===== src/rtl/pwmc_pkg.sv =====
package pwmc_pkg;

    localparam int PSC_W = 12;
    localparam int SRC_W = 2;

    localparam logic [7:0] OFF_CTRL   = 8'h00;
    localparam logic [7:0] OFF_DUTY   = 8'h0C;
    localparam logic [7:0] OFF_PERIOD = 8'h10;

    localparam int BIT_EN       = 0;
    localparam int BIT_PSC_LO   = 4;
    localparam int BIT_SRC_LO   = 16;
    localparam int BIT_RUN_DBG  = 22;
    localparam int BIT_RUN_WAIT = 23;
    localparam int BIT_RUN_DOZE = 24;

    localparam logic [SRC_W-1:0] SRC_NORM = 2'd1;
    localparam logic [SRC_W-1:0] SRC_FAST = 2'd2;

    typedef struct packed {
        logic             run_doze;
        logic             run_wait;
        logic             run_dbg;
        logic [SRC_W-1:0] src;
        logic [PSC_W-1:0] psc;
        logic             en;
    } ctrl_t;

    typedef enum logic [1:0] {
        ST_OFF  = 2'd0,
        ST_RUN  = 2'd1,
        ST_HOLD = 2'd2
    } pwm_state_t;

endpackage


===== src/rtl/pwmc_regs.sv =====
module pwmc_regs
    import pwmc_pkg::*;
#(
    parameter int DATA_W = 32,
    parameter int ADDR_W = 5,
    parameter int CNT_W  = 16
) (
    input  logic              clk,
    input  logic              rst_n,
    input  logic              bus_sel,
    input  logic              bus_wr,
    input  logic [ADDR_W-1:0] bus_addr,
    input  logic [DATA_W-1:0] bus_wdata,
    output logic [DATA_W-1:0] bus_rdata,
    output ctrl_t             ctrl_q,
    output logic [CNT_W-1:0]  duty_q,
    output logic [CNT_W-1:0]  period_q
);

    localparam int PSC_HI = BIT_PSC_LO + PSC_W - 1;
    localparam int SRC_HI = BIT_SRC_LO + SRC_W - 1;

    logic hit_ctrl, hit_duty, hit_period, do_wr;

    assign hit_ctrl   = (bus_addr == OFF_CTRL[ADDR_W-1:0]);
    assign hit_duty   = (bus_addr == OFF_DUTY[ADDR_W-1:0]);
    assign hit_period = (bus_addr == OFF_PERIOD[ADDR_W-1:0]);
    assign do_wr      = bus_sel && bus_wr;

    logic unused_wdata;
    assign unused_wdata = ^{bus_wdata[DATA_W-1:BIT_RUN_DOZE+1],
                            bus_wdata[BIT_RUN_DBG-1:SRC_HI+1],
                            bus_wdata[BIT_PSC_LO-1:BIT_EN+1]};

    always_ff @(posedge clk) begin
        if (!rst_n) begin
            ctrl_q   <= '0;
            duty_q   <= '0;
            period_q <= '0;
        end else if (do_wr) begin
            if (hit_ctrl) begin
                ctrl_q.en       <= bus_wdata[BIT_EN];
                ctrl_q.psc      <= bus_wdata[PSC_HI:BIT_PSC_LO];
                ctrl_q.src      <= bus_wdata[SRC_HI:BIT_SRC_LO];
                ctrl_q.run_dbg  <= bus_wdata[BIT_RUN_DBG];
                ctrl_q.run_wait <= bus_wdata[BIT_RUN_WAIT];
                ctrl_q.run_doze <= bus_wdata[BIT_RUN_DOZE];
            end
            if (hit_duty)   duty_q   <= bus_wdata[CNT_W-1:0];
            if (hit_period) period_q <= bus_wdata[CNT_W-1:0];
        end
    end

    always_comb begin
        bus_rdata = '0;
        if (hit_ctrl) begin
            bus_rdata[BIT_EN]                 = ctrl_q.en;
            bus_rdata[PSC_HI:BIT_PSC_LO]      = ctrl_q.psc;
            bus_rdata[SRC_HI:BIT_SRC_LO]      = ctrl_q.src;
            bus_rdata[BIT_RUN_DBG]            = ctrl_q.run_dbg;
            bus_rdata[BIT_RUN_WAIT]           = ctrl_q.run_wait;
            bus_rdata[BIT_RUN_DOZE]           = ctrl_q.run_doze;
        end else if (hit_duty) begin
            bus_rdata[CNT_W-1:0] = duty_q;
        end else if (hit_period) begin
            bus_rdata[CNT_W-1:0] = period_q;
        end
    end

endmodule


===== src/rtl/pwmc_tick.sv =====
module pwmc_tick
    import pwmc_pkg::*;
(
    input  logic             clk,
    input  logic             rst_n,
    input  logic [SRC_W-1:0] src_sel,
    input  logic [PSC_W-1:0] psc,
    input  logic             en_norm,
    input  logic             en_fast,
    input  logic             clear,
    input  logic             go,
    output logic             tick
);

    logic [PSC_W-1:0] pre_q;
    logic             pulse;
    logic             at_end;

    always_comb begin
        unique case (src_sel)
            SRC_NORM: pulse = en_norm;
            SRC_FAST: pulse = en_fast;
            default:  pulse = 1'b0;
        endcase
    end

    assign at_end = (pre_q >= psc);
    assign tick   = go && pulse && at_end;

    always_ff @(posedge clk) begin
        if (!rst_n) begin
            pre_q <= '0;
        end else if (clear) begin
            pre_q <= '0;
        end else if (go && pulse) begin
            if (at_end) pre_q <= '0;
            else        pre_q <= pre_q + 1'b1;
        end
    end

endmodule


===== src/rtl/pwmc_core.sv =====
module pwmc_core
    import pwmc_pkg::*;
#(
    parameter int CNT_W = 16
) (
    input  logic             clk,
    input  logic             rst_n,
    input  logic             ctrl_en,
    input  logic             run_doze,
    input  logic             run_wait,
    input  logic             run_dbg,
    input  logic             sys_doze,
    input  logic             sys_wait,
    input  logic             sys_dbg,
    input  logic             tick,
    input  logic [CNT_W-1:0] duty,
    input  logic [CNT_W-1:0] period,
    output logic             clear,
    output logic             go,
    output logic             pwm_out,
    output pwm_state_t       state_q,
    output logic [CNT_W:0]   cnt_q,
    output logic [CNT_W-1:0] duty_sh,
    output logic [CNT_W-1:0] period_sh
);

    pwm_state_t     state_d;
    logic           halt;
    logic [CNT_W:0] last_cnt;

    assign halt = (sys_doze && !run_doze) ||
                  (sys_wait && !run_wait) ||
                  (sys_dbg  && !run_dbg);

    // next-state decision
    always_comb begin
        state_d = state_q;
        unique case (state_q)
            ST_OFF: begin
                if (ctrl_en) state_d = halt ? ST_HOLD : ST_RUN;
            end
            ST_RUN: begin
                if (!ctrl_en)  state_d = ST_OFF;
                else if (halt) state_d = ST_HOLD;
            end
            ST_HOLD: begin
                if (!ctrl_en)  state_d = ST_OFF;
                else if (!halt) state_d = ST_RUN;
            end
            default: state_d = ST_OFF;
        endcase
    end

    // state register
    always_ff @(posedge clk) begin
        if (!rst_n) state_q <= ST_OFF;
        else        state_q <= state_d;
    end

    assign clear    = (state_d == ST_OFF);
    assign go       = (state_d == ST_RUN);
    assign last_cnt = {1'b0, period_sh} + 1'b1;

    // period counter and shadow copies
    always_ff @(posedge clk) begin
        if (!rst_n) begin
            cnt_q     <= '0;
            duty_sh   <= '0;
            period_sh <= '0;
        end else if (clear) begin
            cnt_q     <= '0;
            duty_sh   <= duty;
            period_sh <= period;
        end else if (tick) begin
            if (cnt_q == last_cnt) begin
                cnt_q     <= '0;
                duty_sh   <= duty;
                period_sh <= period;
            end else begin
                cnt_q <= cnt_q + 1'b1;
            end
        end
    end

    // output decode
    always_comb begin
        unique case (state_q)
            ST_RUN, ST_HOLD: pwm_out = (cnt_q < {1'b0, duty_sh});
            default:         pwm_out = 1'b0;
        endcase
    end

endmodule


===== src/rtl/pwmc_top.sv =====
module pwmc_top
    import pwmc_pkg::*;
#(
    parameter int DATA_W = 32,
    parameter int ADDR_W = 5,
    parameter int CNT_W  = 16
) (
    input  logic              clk,
    input  logic              rst_n,
    input  logic              bus_sel,
    input  logic              bus_wr,
    input  logic [ADDR_W-1:0] bus_addr,
    input  logic [DATA_W-1:0] bus_wdata,
    output logic [DATA_W-1:0] bus_rdata,
    input  logic              clk_en_norm,
    input  logic              clk_en_fast,
    input  logic              sys_doze,
    input  logic              sys_wait,
    input  logic              sys_dbg,
    output logic              pwm_out
);

    ctrl_t            ctrl_q;
    logic [CNT_W-1:0] duty_q, period_q;
    logic [CNT_W-1:0] duty_sh, period_sh;
    logic [CNT_W:0]   cnt_q;
    pwm_state_t       state_q;
    logic             tick, clear, go;

    pwmc_regs #(
        .DATA_W(DATA_W), .ADDR_W(ADDR_W), .CNT_W(CNT_W)
    ) u_regs (
        .clk      (clk),
        .rst_n    (rst_n),
        .bus_sel  (bus_sel),
        .bus_wr   (bus_wr),
        .bus_addr (bus_addr),
        .bus_wdata(bus_wdata),
        .bus_rdata(bus_rdata),
        .ctrl_q   (ctrl_q),
        .duty_q   (duty_q),
        .period_q (period_q)
    );

    pwmc_tick u_tick (
        .clk    (clk),
        .rst_n  (rst_n),
        .src_sel(ctrl_q.src),
        .psc    (ctrl_q.psc),
        .en_norm(clk_en_norm),
        .en_fast(clk_en_fast),
        .clear  (clear),
        .go     (go),
        .tick   (tick)
    );

    pwmc_core #(.CNT_W(CNT_W)) u_core (
        .clk      (clk),
        .rst_n    (rst_n),
        .ctrl_en  (ctrl_q.en),
        .run_doze (ctrl_q.run_doze),
        .run_wait (ctrl_q.run_wait),
        .run_dbg  (ctrl_q.run_dbg),
        .sys_doze (sys_doze),
        .sys_wait (sys_wait),
        .sys_dbg  (sys_dbg),
        .tick     (tick),
        .duty     (duty_q),
        .period   (period_q),
        .clear    (clear),
        .go       (go),
        .pwm_out  (pwm_out),
        .state_q  (state_q),
        .cnt_q    (cnt_q),
        .duty_sh  (duty_sh),
        .period_sh(period_sh)
    );

endmodule


===== config.mk =====
export PLATFORM = sky130hd
export DESIGN_NAME = pwmc_top
export DESIGN_NICKNAME = d
export VERILOG_FILES = /design/src/rtl/pwmc_pkg.sv /design/src/rtl/pwmc_regs.sv /design/src/rtl/pwmc_tick.sv /design/src/rtl/pwmc_core.sv /design/src/rtl/pwmc_top.sv
export SDC_FILE = /design/constraint.sdc
export NUM_CORES = 1
export LEC_CHECK = 0
export BUFFER_PORTS_ARGS = -buffer_cell sky130_fd_sc_hd__buf_2
export CAP_MARGIN = 10
export CORE_ASPECT_RATIO = 0.9
export CORE_MARGIN = 5
export CORE_UTILIZATION = 40
export DETAILED_ROUTE_END_ITERATION = 6
export PLACE_DENSITY = 0.67
export SKIP_LAST_GASP = 1
export SLEW_MARGIN = 10
export SYNTH_ARGS = -nofsm -noshare
export SYNTH_HDL_FRONTEND = slang
export SYNTH_HIERARCHICAL = 1
export SYNTH_SLANG_ARGS = --single-unit

===== constraint.sdc =====
create_clock -name clk -period 10.9 [get_ports clk]
set_input_delay 1.09 -clock clk [delete_from_list [all_inputs] [get_ports clk]]
set_output_delay 1.09 -clock clk [all_outputs]
set_load 0.005 [all_outputs]

==> impl_metrics.ini <==
[run_status]
outcome = finished, final reports clean

[setup_path]
crit_required_ns = 11.17
crit_fanout = 15
path_common_cell = and3_1
cp.arrival_ns = 4.89
worstPathCellList = buf_2 > nand2b_1 > a31oi_1 > o21ai_0 > a21oi_1 > a31oi_1 > and3_1 > nand2b_4 > or2_0 > or2_1 > o22ai_4 > and3_1 > and3_1 > nand4_1 > nor2_1 > nand3_1 > xor2_1 > nor2_1
cp-end-kind = flip-flop
rrSetupSlack_ns = 6.49
startpoint_type = input pin
crit_type = input pin to flip-flop
cpMaxStageDelayCell = o22ai_4
critPathMaxStageDelay_ns = 0.44

[sta]
period_minus_slack_ns = 4.62
worst_pin_slew_ns = 1.09
maxSlewHeadroom = 0.276
max_freq_mhz = 216
timing.final.ws_setup_ns = 6.28
hold_violations = 0
slew_viol_final = 0
finClkSkew_ns = 0.00881
setup_viol = 0
rsz0062_at_grt = false
fin_tns_setup_ns = 0
whs_ns = 0.457
fin_crit_sh = 0.424

[global_routing]
antenna_found_initial = 0
use_met1 = 0.225
use_met3 = 0.0392
grt_pass1_wl_um = 26100
grt_usage = 0.164
overflow = 0
use_met2 = 0.258
grt_pass1_vias = 5069
busiest_layer = met2
grt_max_degree = 79

[floorplanning]
initial_core_util = 0.408
chipWidth_um = 145
coreArea_mm2 = 0.0161
die_h_um = 132
die-area_mm2 = 0.0191
rows = 44
ios = 79

[final_layout]
drive_above_1_share = 0.124
diodes = 0
area_growth_pct = 11.8
nNetsFinal = 888

[route]
vias = 5418
wl_per_cell_um = 15.5
viasPerCell = 5.29
ant_nets = 0
routed_wirelength_um = 15900
drc_errors = 0
dr.pass1.iters = 5
drtIter0Drc = 427

[placement]
pre_cts_ws_ns = 5.95
dpl.hpwl_um = 11200
place.gp.congestion = 0.836
io_buffers = 56

[clock_tree]
cts_tree = yes
hold_buffers = 0
cts-root-buf = clkbuf_16
clock_latency_ns = 0.42
clock_path_buffers = 2
ctsResizeCount = 0
cts_buffers = 17
postCtsSetupBuffers = 0
clock-sinks = 113
path_clk_slew_ns = 0.05
htree_levels = 4

[logic_synthesis]
synth_area_leader_cell = dfxtp_1
yosysUniqueCellTypes = 65
ys.flop_type = dfxtp_1
synth_cells = 774
yosysMostFrequentCell = nand2_1
yosys.area.top_type_share = 0.343
synth-seq-cells = 113
synth_edf_count = 0
synth_warnings = 6
syn_avg_cell_area_um2 = 8.51
ys_seq_area_frac = 0.343
async_reset_ff_frac = 0
netlist_area_mm2 = 0.00659
synth_common_cells = nand2_1 (159), dfxtp_1 (113), mux2i_1 (83)
synthTopCellsByArea = dfxtp_1 (34%), mux2i_1 (13%), nand2_1 (9.1%)

[worst_hold_path]
hp-class = flip-flop to flip-flop

[run]
cap_violations = 0

[power_and_ir_drop]
p_leak_uw = 0.00283
irDropWorstVdd_mv = 0.105
powerDensity_mw_per_mm2 = 130
[kinds of logic after synthesis]
family                     count (synthesis)  share of synthesized area
AOI/OAI and AO/OA                         97                      0.107
xor gates and xnor gates                  42                     0.0558
adders and majority gates                 36                     0.0684
buffers and inverters                     95                     0.0784
DFF                                      113                      0.343
muxes                                     83                      0.126
other                                      1                   0.000569
and+or+nand+nor                          307                      0.220
[state kept, by name, indices dropped and copies added, names as in the netlist]
name and flops:
u_regs/ctrl_q 18, u_regs/period_q 16, u_core/period_sh 16, u_core/state_q 2
u_regs/duty_q 16, u_tick/pre_q 12, u_core/duty_sh 16, u_core/cnt_q 17
[final timing paths]
| path | to | start | cells after the start |
|---|---|---|---|
| worst max-delay path | u_core/cnt_q[16] | sys_doze | 18 |
| worst min-delay path | u_core/duty_sh[9] | u_core/duty_sh[9] | 2 |
| worst max register to register | u_core/cnt_q[16] | u_core/state_q[0] | 19 |
| worst min register to register | u_core/duty_sh[9] | u_core/duty_sh[9] | 2 |
[final cells by class]
| type | instances | area (um2) |
|---|---|---|
| fillers | 1604 | 8770 |
| clock inverters | 10 | 88.8 |
| clock buffers | 20 | 457 |
| inverters | 40 | 150 |
| flip-flops and latches | 113 | 2260 |
| well taps | 207 | 259 |
| multi-input cells | 576 | 3850 |
| repair buffers | 58 | 298 |
[through the flow]
stage	instance area, um2	total power [uW]	util	instances
after detailed placement	6820	457	0.423	994
after global routing	7360	994	0.456	1024
final	7360	961	0.456	1024
after CTS	7360	968	0.456	1024
after global placement	6820	457	0.423	994
after floorplan	6630	447	-	784
[placed cells by master (no fill, tap or decap), drive strengths merged, types with 3 or more instances in the layout]
master,n
nand2,159
a21oi,14
o2111ai,4
nor3b,4
xor2,28
nand2b,6
and4,5
inv,40
clkinv,5
conb,11
xnor2,14
a31oi,4
buf,58
nor2b,5
or2,3
nor2,33
dfxtp,113
a32oi,3
mux2i,83
a2bb2oi,13
nand3,31
nor4,6
ha,36
a21o,6
nand4,15
and3,14
o21ai,26
nor3,17
o211ai,3
clkinvlp,4
or3,3
a211oi,5
clkbuf,20
[worst max-delay path, delay by kind of cell]
kind / cells / cell delay [ns]
and+or+nand+nor: 11 / 2.46
xor gates and xnor gates: 1 / 0.17
AOI/OAI and AO/OA: 5 / 1.06
buffers and inverters: 1 / 0.10
[layer usage]
metal	vias to the layer above	part of all wire
met5	-	0
met4	0	0.0090
met3	17	0.052
met2	136	0.46
met1	2536	0.48
li1	2729	-
[power breakdown]
group	internal (uW)	total [uW]	switching, uW
clock network	320	511	191
logic	10.4	33.9	23.4
registers	415	415	0.926
(Power assumes the default switching activity.)
